--- src/rtl/civ_pkg.sv ---
package civ_pkg;
    localparam int unsigned WORD_W     = 32;
    localparam int unsigned KEY_WORDS  = 8;
    localparam int unsigned IV_WORDS   = 4;
    localparam int unsigned BLK_WORDS  = 4;
    localparam int unsigned ADDR_W     = 6;

    localparam int unsigned ADR_CTRL   = 0;
    localparam int unsigned ADR_DIN    = 1;
    localparam int unsigned ADR_KEY0   = 8;
    localparam int unsigned ADR_IV0    = 16;

    localparam int unsigned CTRL_W     = 5;
    localparam int unsigned CTL_EN     = 0;
    localparam int unsigned CTL_SWAP   = 1;
    localparam int unsigned CTL_DMA    = 3;
    localparam int unsigned CTL_LONG   = 4;

    function automatic logic [31:0] swap_word(input logic [1:0] mode, input logic [31:0] w);
        logic [31:0] r;
        r = w;
        unique case (mode)
            2'd0: r = w;
            2'd1: r = {w[15:0], w[31:16]};
            2'd2: r = {w[7:0], w[15:8], w[23:16], w[31:24]};
            default: begin
                for (int i = 0; i < 32; i++) r[i] = w[31-i];
            end
        endcase
        return r;
    endfunction
endpackage

--- src/rtl/civ_key_store.sv ---
module civ_key_store #(
    parameter int unsigned NW = 8,
    parameter int unsigned IW = $clog2(NW)
) (
    input  logic              clk,
    input  logic              rst_n,
    input  logic              wr_en,
    input  logic [IW-1:0]     wr_idx,
    input  logic [31:0]       wr_data,
    input  logic              lock_i,
    input  logic              long_i,
    input  logic [IW-1:0]     rd_idx,
    output logic [31:0]       rd_data,
    output logic [NW*32-1:0]  key_o
);
    localparam int unsigned HALF = NW / 2;

    typedef struct packed {
        logic [NW-1:0][31:0] w;
    } key_st_t;

    key_st_t s_d, s_q;

    always_comb begin
        s_d = s_q;
        if (wr_en && !lock_i) s_d.w[wr_idx] = wr_data;
    end

    always_ff @(posedge clk or negedge rst_n) begin
        if (!rst_n) s_q <= '0;
        else        s_q <= s_d;
    end

    for (genvar g = 0; g < NW; g++) begin : g_key
        if (g >= HALF) begin : g_upper
            assign key_o[g*32 +: 32] = long_i ? s_q.w[g] : 32'd0;
        end else begin : g_lower
            assign key_o[g*32 +: 32] = s_q.w[g];
        end
    end

    assign rd_data = s_q.w[rd_idx];
endmodule

--- src/rtl/civ_iv_store.sv ---
module civ_iv_store #(
    parameter int unsigned NW = 4,
    parameter int unsigned IW = $clog2(NW)
) (
    input  logic              clk,
    input  logic              rst_n,
    input  logic              wr_en,
    input  logic [IW-1:0]     wr_idx,
    input  logic [31:0]       wr_data,
    input  logic              lock_i,
    input  logic              upd_i,
    input  logic [NW*32-1:0]  upd_data,
    input  logic [IW-1:0]     rd_idx,
    output logic [31:0]       rd_data,
    output logic [NW*32-1:0]  iv_o
);
    typedef struct packed {
        logic [NW-1:0][31:0] w;
    } iv_st_t;

    iv_st_t s_d, s_q;

    always_comb begin
        s_d = s_q;
        if (upd_i) begin
            s_d.w = upd_data;
        end else if (wr_en && !lock_i) begin
            s_d.w[wr_idx] = wr_data;
        end
    end

    always_ff @(posedge clk or negedge rst_n) begin
        if (!rst_n) s_q <= '0;
        else        s_q <= s_d;
    end

    assign iv_o    = s_q.w;
    assign rd_data = s_q.w[rd_idx];
endmodule

--- src/rtl/civ_dma_req.sv ---
module civ_dma_req #(
    parameter int unsigned BLK = 4,
    parameter int unsigned CW  = $clog2(BLK)
) (
    input  logic clk,
    input  logic rst_n,
    input  logic dma_en_i,
    input  logic need_i,
    input  logic word_i,
    output logic req_o
);
    typedef struct packed {
        logic          pend;
        logic [CW-1:0] cnt;
    } dma_st_t;

    dma_st_t s_d, s_q;

    always_comb begin
        s_d = s_q;
        if (s_q.pend) begin
            if (word_i) begin
                if (s_q.cnt == CW'(BLK - 1)) begin
                    s_d.pend = 1'b0;
                    s_d.cnt  = '0;
                end else begin
                    s_d.cnt = s_q.cnt + 1'b1;
                end
            end
        end else if (need_i && dma_en_i) begin
            s_d.pend = 1'b1;
            s_d.cnt  = '0;
        end
    end

    always_ff @(posedge clk or negedge rst_n) begin
        if (!rst_n) s_q <= '0;
        else        s_q <= s_d;
    end

    assign req_o = s_q.pend && dma_en_i;
endmodule

--- src/rtl/civ_regbank.sv ---
module civ_regbank
    import civ_pkg::*;
(
    input  logic                      clk,
    input  logic                      rst_n,
    input  logic                      bus_we,
    input  logic [ADDR_W-1:0]         bus_addr,
    input  logic [31:0]               bus_wdata,
    output logic [31:0]               bus_rdata,
    output logic                      eng_en_o,
    output logic [1:0]                swap_mode_o,
    output logic                      key_long_o,
    output logic [KEY_WORDS*32-1:0]   key_o,
    output logic [IV_WORDS*32-1:0]    iv_o,
    input  logic                      core_iv_upd_i,
    input  logic [IV_WORDS*32-1:0]    core_iv_i,
    input  logic                      core_blk_req_i,
    output logic                      din_valid_o,
    output logic [31:0]               din_word_o,
    output logic                      dma_req_o
);
    localparam int unsigned KIW = $clog2(KEY_WORDS);
    localparam int unsigned VIW = $clog2(IV_WORDS);

    typedef struct packed {
        logic [CTRL_W-1:0] ctrl;
        logic              din_v;
        logic [31:0]       din_w;
    } top_st_t;

    top_st_t s_d, s_q;

    logic              hit_ctrl, hit_din, hit_key, hit_iv;
    logic [ADDR_W-1:0] key_off, iv_off;
    logic [31:0]       key_rd, iv_rd;

    assign hit_ctrl = (bus_addr == ADDR_W'(ADR_CTRL));
    assign hit_din  = (bus_addr == ADDR_W'(ADR_DIN));
    assign hit_key  = (bus_addr >= ADDR_W'(ADR_KEY0)) &&
                      (bus_addr <  ADDR_W'(ADR_KEY0 + KEY_WORDS));
    assign hit_iv   = (bus_addr >= ADDR_W'(ADR_IV0)) &&
                      (bus_addr <  ADDR_W'(ADR_IV0 + IV_WORDS));
    assign key_off  = bus_addr - ADDR_W'(ADR_KEY0);
    assign iv_off   = bus_addr - ADDR_W'(ADR_IV0);

    always_comb begin
        s_d       = s_q;
        s_d.din_v = 1'b0;
        if (bus_we && hit_ctrl) s_d.ctrl = bus_wdata[CTRL_W-1:0];
        if (bus_we && hit_din) begin
            s_d.din_v = 1'b1;
            s_d.din_w = swap_word(s_q.ctrl[CTL_SWAP +: 2], bus_wdata);
        end
    end

    always_ff @(posedge clk or negedge rst_n) begin
        if (!rst_n) s_q <= '0;
        else        s_q <= s_d;
    end

    civ_key_store #(.NW(KEY_WORDS)) u_key (
        .clk     (clk),
        .rst_n   (rst_n),
        .wr_en   (bus_we && hit_key),
        .wr_idx  (key_off[KIW-1:0]),
        .wr_data (bus_wdata),
        .lock_i  (s_q.ctrl[CTL_EN]),
        .long_i  (s_q.ctrl[CTL_LONG]),
        .rd_idx  (key_off[KIW-1:0]),
        .rd_data (key_rd),
        .key_o   (key_o)
    );

    civ_iv_store #(.NW(IV_WORDS)) u_iv (
        .clk      (clk),
        .rst_n    (rst_n),
        .wr_en    (bus_we && hit_iv),
        .wr_idx   (iv_off[VIW-1:0]),
        .wr_data  (bus_wdata),
        .lock_i   (s_q.ctrl[CTL_EN]),
        .upd_i    (core_iv_upd_i),
        .upd_data (core_iv_i),
        .rd_idx   (iv_off[VIW-1:0]),
        .rd_data  (iv_rd),
        .iv_o     (iv_o)
    );

    civ_dma_req #(.BLK(BLK_WORDS)) u_dma (
        .clk      (clk),
        .rst_n    (rst_n),
        .dma_en_i (s_q.ctrl[CTL_DMA]),
        .need_i   (core_blk_req_i),
        .word_i   (bus_we && hit_din),
        .req_o    (dma_req_o)
    );

    always_comb begin
        bus_rdata = '0;
        if (hit_ctrl)     bus_rdata = {{(32-CTRL_W){1'b0}}, s_q.ctrl};
        else if (hit_key) bus_rdata = key_rd;
        else if (hit_iv)  bus_rdata = iv_rd;
    end

    assign eng_en_o    = s_q.ctrl[CTL_EN];
    assign swap_mode_o = s_q.ctrl[CTL_SWAP +: 2];
    assign key_long_o  = s_q.ctrl[CTL_LONG];
    assign din_valid_o = s_q.din_v;
    assign din_word_o  = s_q.din_w;
endmodule

--- config.mk ---
export PLATFORM = sky130hd
export DESIGN_NAME = civ_regbank
export DESIGN_NICKNAME = d
export VERILOG_FILES = /design/src/rtl/civ_pkg.sv /design/src/rtl/civ_key_store.sv /design/src/rtl/civ_iv_store.sv /design/src/rtl/civ_dma_req.sv /design/src/rtl/civ_regbank.sv
export SDC_FILE = /design/constraint.sdc
export NUM_CORES = 1
export LEC_CHECK = 0
export BUFFER_PORTS_ARGS = -buffer_cell sky130_fd_sc_hd__buf_2
export CAP_MARGIN = 20
export CORE_AREA = 2 2 246 248
export CTS_CLUSTER_DIAMETER = 200
export CTS_CLUSTER_SIZE = 24
export DETAILED_ROUTE_END_ITERATION = 8
export DIE_AREA = 0 0 248 250
export GPL_TIMING_DRIVEN = 0
export PLACE_DENSITY = 0.66
export SLEW_MARGIN = 40
export SYNTH_ARGS = -nofsm -noshare
export SYNTH_HDL_FRONTEND = slang
export SYNTH_HIERARCHICAL = 1
export SYNTH_SLANG_ARGS = --single-unit
export TNS_END_PERCENT = 100
--- constraint.sdc ---
create_clock -name clk -period 5 [get_ports clk]
set_input_delay 1.25 -clock clk [delete_from_list [all_inputs] [get_ports clk]]
set_output_delay 1.25 -clock clk [all_outputs]
set_load 0.05 [all_outputs]
==> run summary, run 1 <==
Outcome
* status: finished with violations
* failing checks: setup timing

Detailed routing
* antenna-violating nets left: 0
* wire per inst: 29.6 um
* DRT Pass-1 Iters: 5
* drt first-iter violations: 1473
* final WL: 95700 um
* mean number of vias per cell: 5.66
* total via count in the routed design: 18300
* DR DRC count: 0

Synthesis
* Synth top area share: 45.4%
* share of synthesized cell area in and, or, nand and nor gates: 7.32%
* Async S/R FF share, synth: 100%
* top_reg_cell synth: dfrtp_1
* cell type with the highest aggregate area in the netlist: dfrtp_1
* number of library cell types mapped by synthesis: 39
* post-synthesis register bit count: 425
* post-synthesis cell area: 23400 um2
* Ys Warns: 6
* net count of the mapped netlist: 1965
* largest cells by area after synthesis: dfrtp_1 45%, mux2_2 19%, mux4_2 12%
* combinational family with the most area after synthesis: multiplexers
* number of instances in the synthesized netlist: 1793
* count of flip-flops with a built-in enable after synthesis: 0
* fraction of synthesized cell area in xor and xnor cells: 0%
* sequential-to-total area share from yosys stat: 45.4%
* Compound-Gate Fraction of Synth Area: 4.57%
* average footprint of a synthesized cell: 13.1 um2
* synthesized-area fraction occupied by adder cells: 0.0534%
* multiplexer area fraction after synthesis: 34.7%

Global routing
* remaining global-route overflow: 0
* global-route layer with the greatest usage: met2
* maximum number of pins on one net before global-route repair: 75
* GR Util All Layers: 30.1%
* met2 track utilization from global routing: 49.7%
* via count of the first global-routing pass: 18500
* wire length of the first global-routing pass: 134000 um
* grt met3 use: 6.95%
* number of antenna violations at the first check in global routing: 15
* met1 Use GR: 39.1%

Timing
* fin. max-slew vios: 0
* measured slew at the worst slew-check pin: 0.904 ns
* count of final hold-check violations: 0
* max-slew headroom at the worst pin: 39.7%
* post-route clock skew: 0.0145 ns
* unrepaired setup endpoints after global routing: no
* fraction of the cycle the final worst path needs: 101%
* maximum clock rate: 197 MHz
* Post-Route Setup TNS: -0.0789 ns
* final setup fails: 2
* crit path setup slack, layout: -0.0696 ns
* WHS: 0.518 ns
* shortest period the worst path allows: 5.07 ns

Floorplanning
* num rows: 90
* starting utilization of the core area: 39.3%
* Die X: 248 um
* io pins: 625
* die area: 62000 um2
* Die Y-Extent: 250 um
* area inside the core boundary: 59600 um2

Clock tree
* H-tree levels: 1
* clock transition at the register clock pins on the worst setup and hold paths after CTS: 0.10 ns
* CTS Buffer Depth: 3
* number of hold-repair buffers added at the cts stage: 0
* Clock Sinks: 425
* clock tree from TritonCTS: done
* buffer type at the clock tree root: clkbuf_16
* clock latency reported for the late side of the worst-skew pair: 0.58 ns
* CTS buffer count: 21

Critical path
* critical path endpoint category: primary output
* cell depth of the worst setup path: 6
* critical path cell sequence: buf_2, buf_1, clkbuf_2, mux2_2, a22o_1, buf_2
* CP peak stage delay: 0.55 ns
* setup slack on the worst flop-to-flop path: 2.47 ns
* worst reg2reg path startpoint: swap_mode_o[1]
* Crit-path slowest cell: buf_1
* kind of critical path: primary input to primary output
* required time worst endpoint: 3.75 ns
* Critical Path Most Common Cell: buf_2
* critical path arrival: 3.82 ns
* number of buffers and inverters on the critical path: 4
* Crit path max-delay family: buffers and inverters
* Setup crit start kind: primary input
* worst r2r dst: din_word_o[28]
* CP Max Fanout: 18
* Critical Path End: bus_rdata[16]
* reg2reg path depth: 5
* CP startpoint: bus_addr[1]

Final layout
* final-stage net count: 2617
* Area Growth Syn to Fin: 20.8%
* commonest cells after routing, fill and taps aside: 661 x buf_2, 425 x dfrtp_1, 393 x mux2_2
* share of layout cells above drive strength 1: 60.0%
* most frequent standard cell in the layout excluding fill and tap cells: buf_2
* final cell count without fillers: 3238

Placed design
* final RePlAce weighted congestion: 0.948
* Placed Instances: 3204
* input/output buffers: 623
* dpl hpwl: 72600 um

Job
* Max-cap violations: 0

Worst hold path
* Hold WC Path Type: flip-flop to flip-flop

Pwr
* Leakage Power: 14.6 nW
* maximum resistive drop on vdd: 0.236 mV
* total power per unit cell area: 347 nW/um2

## worst min path at each step
stage	cells after the start	from	to
4_1_cts	1	u_key/s_q[218]	u_key/s_q[218]
6_report	1	din_word_o[14]	din_word_o[14]
3_5_place_dp	1	din_word_o[13]	din_word_o[13]
5_1_grt	1	din_word_o[29]	din_word_o[29]
2_1_floorplan	1	u_key/s_q[198]	u_key/s_q[198]
3_3_place_gp	1	u_key/s_q[162]	u_key/s_q[162]
## cell families after synthesis
kind of cell,count (synthesis)
compound gates,174
fa+ha+maj,1
buf+inv,291
flops,425
mux,582
simple gates,320
## worst reg2reg max path, cell delays in order, from the launching register on
cell	delay (ns)
dfrtp_1	0.36
buf_2	0.22
buf_1	0.57
buf_1	0.59
mux4_2	0.41
mux2_2	0.28
## cell type report
| type | count | area [um2] |
|---|---|---|
| multi-input combinational | 1077 | 10900 |
| inverter | 2 | 7.51 |
| tap | 782 | 978 |
| clock inverter | 2 | 17.5 |
| sequential | 425 | 10600 |
| timing repair buffer | 629 | 3290 |
| fill | 5465 | 31300 |
| clock buffer | 21 | 526 |
| buffer | 289 | 1890 |
| antenna | 11 | 27.5 |
## cell usage after synthesis, types with 2 or more instances
| cell type | instances |
|---|---|
| nor3b_2 | 3 |
| a21oi_1 | 2 |
| mux2_4 | 35 |
| nand2b_1 | 33 |
| o21ai_0 | 129 |
| clkbuf_1 | 42 |
| nor2_1 | 2 |
| mux4_2 | 128 |
| buf_6 | 6 |
| buf_1 | 16 |
| nand3b_1 | 2 |
| buf_2 | 38 |
| and2_1 | 131 |
| mux2_1 | 26 |
| buf_4 | 182 |
| dfrtp_1 | 425 |
| nand2_1 | 135 |
| a31oi_4 | 4 |
| mux2_2 | 393 |
| a31oi_1 | 2 |
| a22o_1 | 32 |
| clkbuf_2 | 5 |
| a21o_1 | 5 |
| or2b_1 | 2 |
## flip-flops by register name, indices dropped and copies added (netlist names)
name / flops
u_key/key_o: 128
u_iv/iv_o: 128
din_word_o: 32
swap_mode_o: 2
din_valid_o: 1
u_key/s_q: 128
key_long_o: 1
s_q: 1
u_dma/s_q: 3
eng_en_o: 1
## power by group
part / switching [mW] / internal [mW] / total [mW]
Clock: 1.19 / 0.764 / 1.95
Combinational: 2.36 / 1.27 / 3.62
Sequential: 0.385 / 3.88 / 4.26
Total: 3.93 / 5.91 / 9.84
## metal layers
metal / vias up / part of all wire (%)
met5: - / 0.084
li1: 7558 / -
met2: 1017 / 48
met1: 9584 / 39
met4: 14 / 3.5
met3: 170 / 8.6
## stage by stage
stage                     setup WS (ns)  cell area, um2  utilization, %  total power [mW]
after floorplan                   0.849           23400               -              6.75
after global placement            -6.00           27500            46.2              7.84
after CTS                       0.00117           28300            47.5              9.86
after global routing            0.00391           28300            47.5              10.2
final                           -0.0696           28300            47.5              9.84
after detailed placement         -0.235           27700            46.5              7.93
## repair_timing
item	CTS	global route
buffers inserted	0	0
gates resized for setup	5	5
setup endpoints to repair	25	7
No activity file was read; power rests on OpenSTA's default activity.
==> run 2: changes to the inputs <==
--- a/config.mk
+++ b/config.mk
@@ -5,15 +5,16 @@
 export SDC_FILE = /design/constraint.sdc
 export NUM_CORES = 1
 export LEC_CHECK = 0
+export ABC_AREA = 1
 export BUFFER_PORTS_ARGS = -buffer_cell sky130_fd_sc_hd__buf_2
 export CAP_MARGIN = 20
-export CORE_AREA = 2 2 246 248
+export CORE_UTILIZATION = 45
+export CTS_BUF_LIST = sky130_fd_sc_hd__clkbuf_4 sky130_fd_sc_hd__clkbuf_8
 export CTS_CLUSTER_DIAMETER = 200
 export CTS_CLUSTER_SIZE = 24
 export DETAILED_ROUTE_END_ITERATION = 8
-export DIE_AREA = 0 0 248 250
 export GPL_TIMING_DRIVEN = 0
-export PLACE_DENSITY = 0.66
+export PLACE_DENSITY = 0.72
 export SLEW_MARGIN = 40
 export SYNTH_ARGS = -nofsm -noshare
 export SYNTH_HDL_FRONTEND = slang
==> run 2 against run 1 <==
The run now ends clean. Register-to-register slack improved by 0.45 ns. Synthesized cell count is 120% higher. Die area fell by 5.3%. Critical path depth is 2 higher. Total power down 6.2%. Core utilization rose by 6.3 points. Sequential share of layout area fell by 2.7 points. Clock-buffer cell count is the same. Non-clock buffer count is 106 higher. Hold slack got worse by 0.046 ns. Via count rose by 54%. Highest routed layer unchanged.
==> run summary, run 2 <==
Timing
* Post-Route Setup TNS: 0 ns, was -0.0789 ns
* maximum clock rate: 204 MHz, was 197 MHz
* WHS: 0.472 ns, was 0.518 ns
* count of final hold-check violations: 0, unchanged
* fraction of the cycle the final worst path needs: 98.1%, was 101%
* measured slew at the worst slew-check pin: 0.809 ns, was 0.904 ns
* crit path setup slack, layout: 0.0949 ns, was -0.0696 ns
* unrepaired setup endpoints after global routing: no, unchanged
* shortest period the worst path allows: 4.91 ns, was 5.07 ns
* fin. max-slew vios: 0, unchanged
* final setup fails: 0, was 2
* post-route clock skew: 0.0390 ns, was 0.0145 ns
* max-slew headroom at the worst pin: 46.0%, was 39.7%

Floorplanning
* io pins: 625, unchanged
* die area: 58700 um2, was 62000 um2
* area inside the core boundary: 56700 um2, was 59600 um2
* num rows: 87, was 90
* starting utilization of the core area: 45.8%, was 39.3%
* Die Y-Extent: 242 um, was 250 um
* Die X: 242 um, was 248 um

Job
* Max-cap violations: 0, unchanged

Detailed routing
* drt first-iter violations: 3257, was 1473
* total via count in the routed design: 28300, was 18300
* DR DRC count: 0, unchanged
* wire per inst: 21.3 um, was 29.6 um
* mean number of vias per cell: 5.29, was 5.66
* DRT Pass-1 Iters: 6, was 5
* antenna-violating nets left: 0, unchanged
* final WL: 114000 um, was 95700 um

Synthesis
* Ys Warns: 6, unchanged
* multiplexer area fraction after synthesis: 0%, was 34.7%
* synthesized-area fraction occupied by adder cells: 0.0482%, was 0.0534%
* post-synthesis cell area: 26000 um2, was 23400 um2
* largest cells by area after synthesis: dfrtp_1 41%, nand2_1 24%, inv_1 7.6%, was dfrtp_1 45%, mux2_2 19%, mux4_2 12%
* Synth top area share: 40.9%, was 45.4%
* top_reg_cell synth: dfrtp_1, unchanged
* cell type with the highest aggregate area in the netlist: dfrtp_1, unchanged
* number of instances in the synthesized netlist: 3932, was 1793
* sequential-to-total area share from yosys stat: 40.9%, was 45.4%
* count of flip-flops with a built-in enable after synthesis: 0, unchanged
* share of synthesized cell area in and, or, nand and nor gates: 34.3%, was 7.32%
* fraction of synthesized cell area in xor and xnor cells: 0%, unchanged
* post-synthesis register bit count: 425, unchanged
* Compound-Gate Fraction of Synth Area: 7.74%, was 4.57%
* combinational family with the most area after synthesis: simple AND/OR/NAND/NOR gates, was multiplexers
* net count of the mapped netlist: 4104, was 1965
* top-count cell post-synth: nand2_1, was dfrtp_1
* Post-synth top cells: 1694 x nand2_1, 528 x inv_1, 425 x dfrtp_1, was 425 x dfrtp_1, 393 x mux2_2, 182 x buf_4
* average footprint of a synthesized cell: 6.61 um2, was 13.1 um2
* number of library cell types mapped by synthesis: 23, was 39
* Async S/R FF share, synth: 100%, unchanged

Pwr
* combinational group share of total power: 37.9%, was 36.8%
* sequential cell fraction of total power: 45.9%, was 43.3%
* Internal Power: 5.18 mW, was 5.91 mW
* Total Power Consumption: 9.23 mW, was 9.84 mW
* maximum resistive drop on vdd: 0.191 mV, was 0.236 mV
* switching component of the power: 4.04 mW, was 3.93 mW
* clock share of power: 16.2%, was 19.9%
* switching part of the total: 43.8%, was 39.9%
* total power per unit cell area: 302 nW/um2, was 347 nW/um2
* Leakage Power: 18.9 nW, was 14.6 nW

Placed design
* post-placement setup slack: 0.104 ns, was -0.235 ns
* final RePlAce weighted congestion: 0.995, was 0.948
* input/output buffers: 623, unchanged
* DP Area: 30200 um2, was 27700 um2
* dpl hpwl: 90800 um, was 72600 um
* Placed Instances: 5317, was 3204

Critical path
* reg2reg path depth: 6, was 5
* critical path endpoint category: primary output, unchanged
* Setup crit start kind: primary input, unchanged
* worst reg2reg path startpoint: eng_en_o, was swap_mode_o[1]
* CP startpoint: bus_addr[0], was bus_addr[1]
* Critical Path End: bus_rdata[1], was bus_rdata[16]
* required time worst endpoint: 3.75 ns, about the same
* CP Max Fanout: 14, was 18
* worst r2r dst: u_iv/iv_o[11], was din_word_o[28]
* setup slack on the worst flop-to-flop path: 2.92 ns, was 2.47 ns
* kind of critical path: primary input to primary output, unchanged
* critical path arrival: 3.66 ns, was 3.82 ns

Final layout
* flip-flop and latch area: 10600 um2, unchanged
* final cell count without fillers: 5349, was 3238
* final-stage net count: 4756, was 2617
* post-route standard cell area excluding fillers: 30500 um2, was 28300 um2
* Area Growth Syn to Fin: 17.6%, was 20.8%
* commonest cells after routing, fill and taps aside: 1694 x nand2_1, 734 x buf_2, 528 x inv_1, was 661 x buf_2, 425 x dfrtp_1, 393 x mux2_2
* most frequent standard cell in the layout excluding fill and tap cells: nand2_1, was buf_2
* Filler cells: 5916, was 5465
* area occupied by multi-input gates: 10900 um2, about the same
* share of layout cells above drive strength 1: 21.7%, was 60.0%
* final standard cell utilization of the core: 53.9%, was 47.5%

Clock tree
* clock latency reported for the late side of the worst-skew pair: 0.66 ns, was 0.58 ns
* CTS buffer count: 21, unchanged
* buffer type at the clock tree root: clkbuf_8, was clkbuf_16
* Clock Sinks: 425, unchanged
* clock tree from TritonCTS: done, unchanged
* buffer count from post-CTS setup fixing: 0, unchanged
* CTS Buffer Depth: 3, unchanged
* H-tree levels: 1, unchanged
* clock transition at the register clock pins on the worst setup and hold paths after CTS: 0.14 ns, was 0.10 ns

Global routing
* via count of the first global-routing pass: 26300, was 18500
* remaining global-route overflow: 0, unchanged
* wire length of the first global-routing pass: 167000 um, was 134000 um
* GR Util All Layers: 38.0%, was 30.1%
* number of antenna violations at the first check in global routing: 13, was 15
* maximum number of pins on one net before global-route repair: 78, was 75

Worst hold path
* Hold WC Path Type: primary input to async pin, was flip-flop to flip-flop

Outcome
* status: finished, final reports clean, was finished with violations

-- run 2: worst max-delay path, stage by stage --
cell	delay (ns)
buf_2	0.33
buf_2	0.32
clkbuf_1	0.58
o211ai_1	0.20
nand2_1	0.18
nand3_1	0.13
nand3_1	0.32
buf_2	0.33
-- run 2: metal layers --
layer / wire length (um) / track usage, %
met1: 43200 / 48.2
met2: 51500 / 60.7
met3: 11600 / 6.85
met4: 7740 / 22.1
met5: 72 / 0
-- run 2: how the worst min path moves through the flow --
stage | to | slack [ns]
final | din_valid_o | 0.47
after global routing | din_valid_o | 0.49
after CTS | din_word_o[2] | 0.45
after detailed placement | din_word_o[15] | 0.47
after global placement | din_word_o[28] | 0.47
after floorplan | din_word_o[10] | 0.45
-- run 2: area by class of cell --
type	instances	area share (%)
Clock buffer	21	0.946
Tap cell	756	3.10
Sequential cell	425	34.8
Inverter	536	6.59
Buffer	395	7.89
Antenna cell	10	0.0819
Timing Repair Buffer	629	10.8
Clock inverter	1	0.0287
Multi-Input combinational cell	2576	35.8
-- run 2: logic make-up after synthesis --
kind of cell | Yosys count
AOI/OAI and AO/OA | 386
adders and majority gates | 1
buffers and inverters | 931
DFF | 425
and+or+nand+nor | 2189
-- run 2: what timing repair did --
action,CTS,global route
gates resized for setup,0,3
hold buffers,0,0
setup endpoints to repair,0,2
-- run 2: power groups by stage --
stage	sequential [mW]	clock, mW	combinational (mW)
after floorplan	4.50	0	2.13
after global placement	4.28	0	3.40
after detailed placement	4.28	0	3.45
after CTS	4.22	1.50	3.46
after global routing	4.28	1.61	3.73
final	4.23	1.50	3.50
==> run 3: changes to the inputs <==
--- a/config.mk
+++ b/config.mk
@@ -5,16 +5,16 @@
 export SDC_FILE = /design/constraint.sdc
 export NUM_CORES = 1
 export LEC_CHECK = 0
-export ABC_AREA = 1
 export BUFFER_PORTS_ARGS = -buffer_cell sky130_fd_sc_hd__buf_2
 export CAP_MARGIN = 20
-export CORE_UTILIZATION = 45
+export CORE_AREA = 2 2 246 248
 export CTS_BUF_LIST = sky130_fd_sc_hd__clkbuf_4 sky130_fd_sc_hd__clkbuf_8
 export CTS_CLUSTER_DIAMETER = 200
 export CTS_CLUSTER_SIZE = 24
 export DETAILED_ROUTE_END_ITERATION = 8
+export DIE_AREA = 0 0 248 250
 export GPL_TIMING_DRIVEN = 0
-export PLACE_DENSITY = 0.72
+export PLACE_DENSITY = 0.66
 export SLEW_MARGIN = 40
 export SYNTH_ARGS = -nofsm -noshare
 export SYNTH_HDL_FRONTEND = slang
==> run 3 against run 2 <==
The run now ends with setup timing left. Cell count down 39%. Clock-buffer cell count unchanged. Sequential share of layout area up 3.1 points. Largest power group unchanged. Global-route usage down 7.9 points. Register-to-register slack worse by 0.48 ns.
==> run summary, run 3 (synthesis gave the netlist of run 1 again) <==
Outcome
* status: finished with violations, was finished, final reports clean
* failing checks: setup timing

Pwr
* combinational group share of total power: 38.5%, was 37.9%
* Internal Power: 5.53 mW, was 5.18 mW
* clock share of power: 16.2%, about the same
* sequential cell fraction of total power: 45.3%, was 45.9%
* switching component of the power: 3.87 mW, was 4.04 mW
* total power per unit cell area: 335 nW/um2, was 302 nW/um2
* switching part of the total: 41.2%, was 43.8%
* Leakage Power: 14.5 nW, was 18.9 nW
* maximum resistive drop on vdd: 0.186 mV, was 0.191 mV

Critical path
* CP Max Fanout: 18, was 14
* critical path arrival: 3.78 ns, was 3.66 ns
* required time worst endpoint: 3.75 ns, about the same
* worst r2r dst: din_word_o[24], was u_iv/iv_o[11]
* Setup crit start kind: primary input, unchanged
* setup slack on the worst flop-to-flop path: 2.44 ns, was 2.92 ns
* kind of critical path: primary input to primary output, unchanged
* reg2reg path depth: 5, was 6
* worst reg2reg path startpoint: swap_mode_o[1], was eng_en_o
* critical path endpoint category: primary output, unchanged

Timing
* post-route clock skew: 0.0214 ns, was 0.0390 ns
* measured slew at the worst slew-check pin: 0.908 ns, was 0.809 ns
* maximum clock rate: 199 MHz, was 204 MHz
* crit path setup slack, layout: -0.0260 ns, was 0.0949 ns
* unrepaired setup endpoints after global routing: no, unchanged
* shortest period the worst path allows: 5.03 ns, was 4.91 ns
* fraction of the cycle the final worst path needs: 101%, was 98.1%
* max-slew headroom at the worst pin: 39.5%, was 46.0%
* fin. max-slew vios: 0, unchanged
* final setup fails: 1, was 0
* Post-Route Setup TNS: -0.0260 ns, was 0 ns
* count of final hold-check violations: 0, unchanged

Global routing
* met2 track utilization from global routing: 49.7%, was 60.7%
* maximum number of pins on one net before global-route repair: 75, was 78
* grt met3 use: 6.79%, was 6.85%
* met1 Use GR: 39.3%, was 48.2%
* remaining global-route overflow: 0, unchanged
* global-route layer with the greatest usage: met2, unchanged
* number of antenna violations at the first check in global routing: 15, was 13
* wire length of the first global-routing pass: 134000 um, was 167000 um
* via count of the first global-routing pass: 18500, was 26300
* GR Util All Layers: 30.1%, was 38.0%

Clock tree
* clock transition at the register clock pins on the worst setup and hold paths after CTS: 0.14 ns, about the same
* CTS Buffer Depth: 3, unchanged
* H-tree levels: 1, unchanged
* clock tree from TritonCTS: done, unchanged
* Clock Sinks: 425, unchanged
* buffer count from post-CTS setup fixing: 0, unchanged
* clock latency reported for the late side of the worst-skew pair: 0.67 ns, was 0.66 ns
* CTS buffer count: 21, unchanged
* buffer type at the clock tree root: clkbuf_8, unchanged

Floorplanning
* starting utilization of the core area: 39.3%, was 45.8%
* num rows: 90, was 87
* io pins: 625, unchanged
* area inside the core boundary: 59600 um2, was 56700 um2
* Die X: 248 um, was 242 um
* Die Y-Extent: 250 um, was 242 um
* die area: 62000 um2, was 58700 um2

Detailed routing
* wire per inst: 29.4 um, was 21.3 um
* DRT Pass-1 Iters: 6, unchanged
* DR DRC count: 0, unchanged
* total via count in the routed design: 18100, was 28300
* drt first-iter violations: 1412, was 3257
* mean number of vias per cell: 5.60, was 5.29
* antenna-violating nets left: 0, unchanged
* final WL: 95400 um, was 114000 um

Placed design
* final RePlAce weighted congestion: 0.948, was 0.995
* Placed Instances: 3204, was 5317
* input/output buffers: 623, unchanged
* DP Area: 27700 um2, was 30200 um2
* dpl hpwl: 72600 um, was 90800 um
* post-placement setup slack: -0.235 ns, was 0.104 ns

Worst hold path
* Hold WC Path Type: primary input to async pin, unchanged

Final layout
* post-route standard cell area excluding fillers: 28100 um2, was 30500 um2
* most frequent standard cell in the layout excluding fill and tap cells: buf_2, was nand2_1
* share of layout cells above drive strength 1: 60.0%, was 21.7%
* final-stage net count: 2617, was 4756
* commonest cells after routing, fill and taps aside: 661 x buf_2, 425 x dfrtp_1, 393 x mux2_2, was 1694 x nand2_1, 734 x buf_2, 528 x inv_1
* Area Growth Syn to Fin: 19.8%, was 17.6%
* final standard cell utilization of the core: 47.1%, was 53.9%
* final cell count without fillers: 3239, was 5349

Job
* Max-cap violations: 0, unchanged

[run 3: what timing repair did]
item                       in CTS  in global routing
hold buffers                    0                  0
gates resized for setup         5                  5
hold endpoints to repair        0                  0
gates cloned                    0                  0
setup endpoints to repair      25                  7
[run 3: critical path, cell delays in order]
cell and delay (ns):
buf_2 0.45, buf_1 0.52, clkbuf_2 0.45, mux2_2 0.49
a22o_1 0.33, buf_2 0.25
[run 3: metrics by stage]
stage | total power, mW | hold slack [ns]
after floorplan | 6.75 | 0.467
after global routing | 9.75 | 0.482
after detailed placement | 7.93 | 0.497
after CTS | 9.42 | 0.459
after global placement | 7.84 | 0.483
final | 9.41 | 0.481
[run 3: final cells by class]
cell class	count	area (um2)
antenna	12	30.0
buffer	289	1890
clock buffer	21	289
clock inverter	2	16.3
fill	5491	31500
inverter	2	7.51
multi-input combinational	1077	10900
sequential	425	10600
tap	782	978
timing repair buffer	629	3290
[run 3: power groups by stage]
stage | logic (mW) | clock network, mW | registers (mW)
after floorplan | 2.17 | 0 | 4.58
after global placement | 3.55 | 0 | 4.29
after detailed placement | 3.61 | 0 | 4.32
after CTS | 3.62 | 1.56 | 4.25
after global routing | 3.76 | 1.68 | 4.31
final | 3.62 | 1.52 | 4.26
[run 3: metal layers]
metal	vias up	wire [um]
met3	155	7690
met4	10	3240
met1	9492	38100
met5	-	62
li1	7543	-
met2	942	46300
[run 3: how the worst max path moves through the flow]
stage	slack, ns	to	depth (start not counted)	from
final	-0.03	bus_rdata[16]	6	bus_addr[1]
after detailed placement	-0.24	bus_rdata[16]	6	bus_addr[1]
after CTS	0.001	bus_rdata[0]	8	bus_addr[2]
after global placement	-6.00	u_iv/iv_o[118]	1	rst_n
after global routing	0.004	bus_rdata[16]	6	bus_addr[1]
after floorplan	0.85	bus_rdata[3]	6	bus_addr[0]
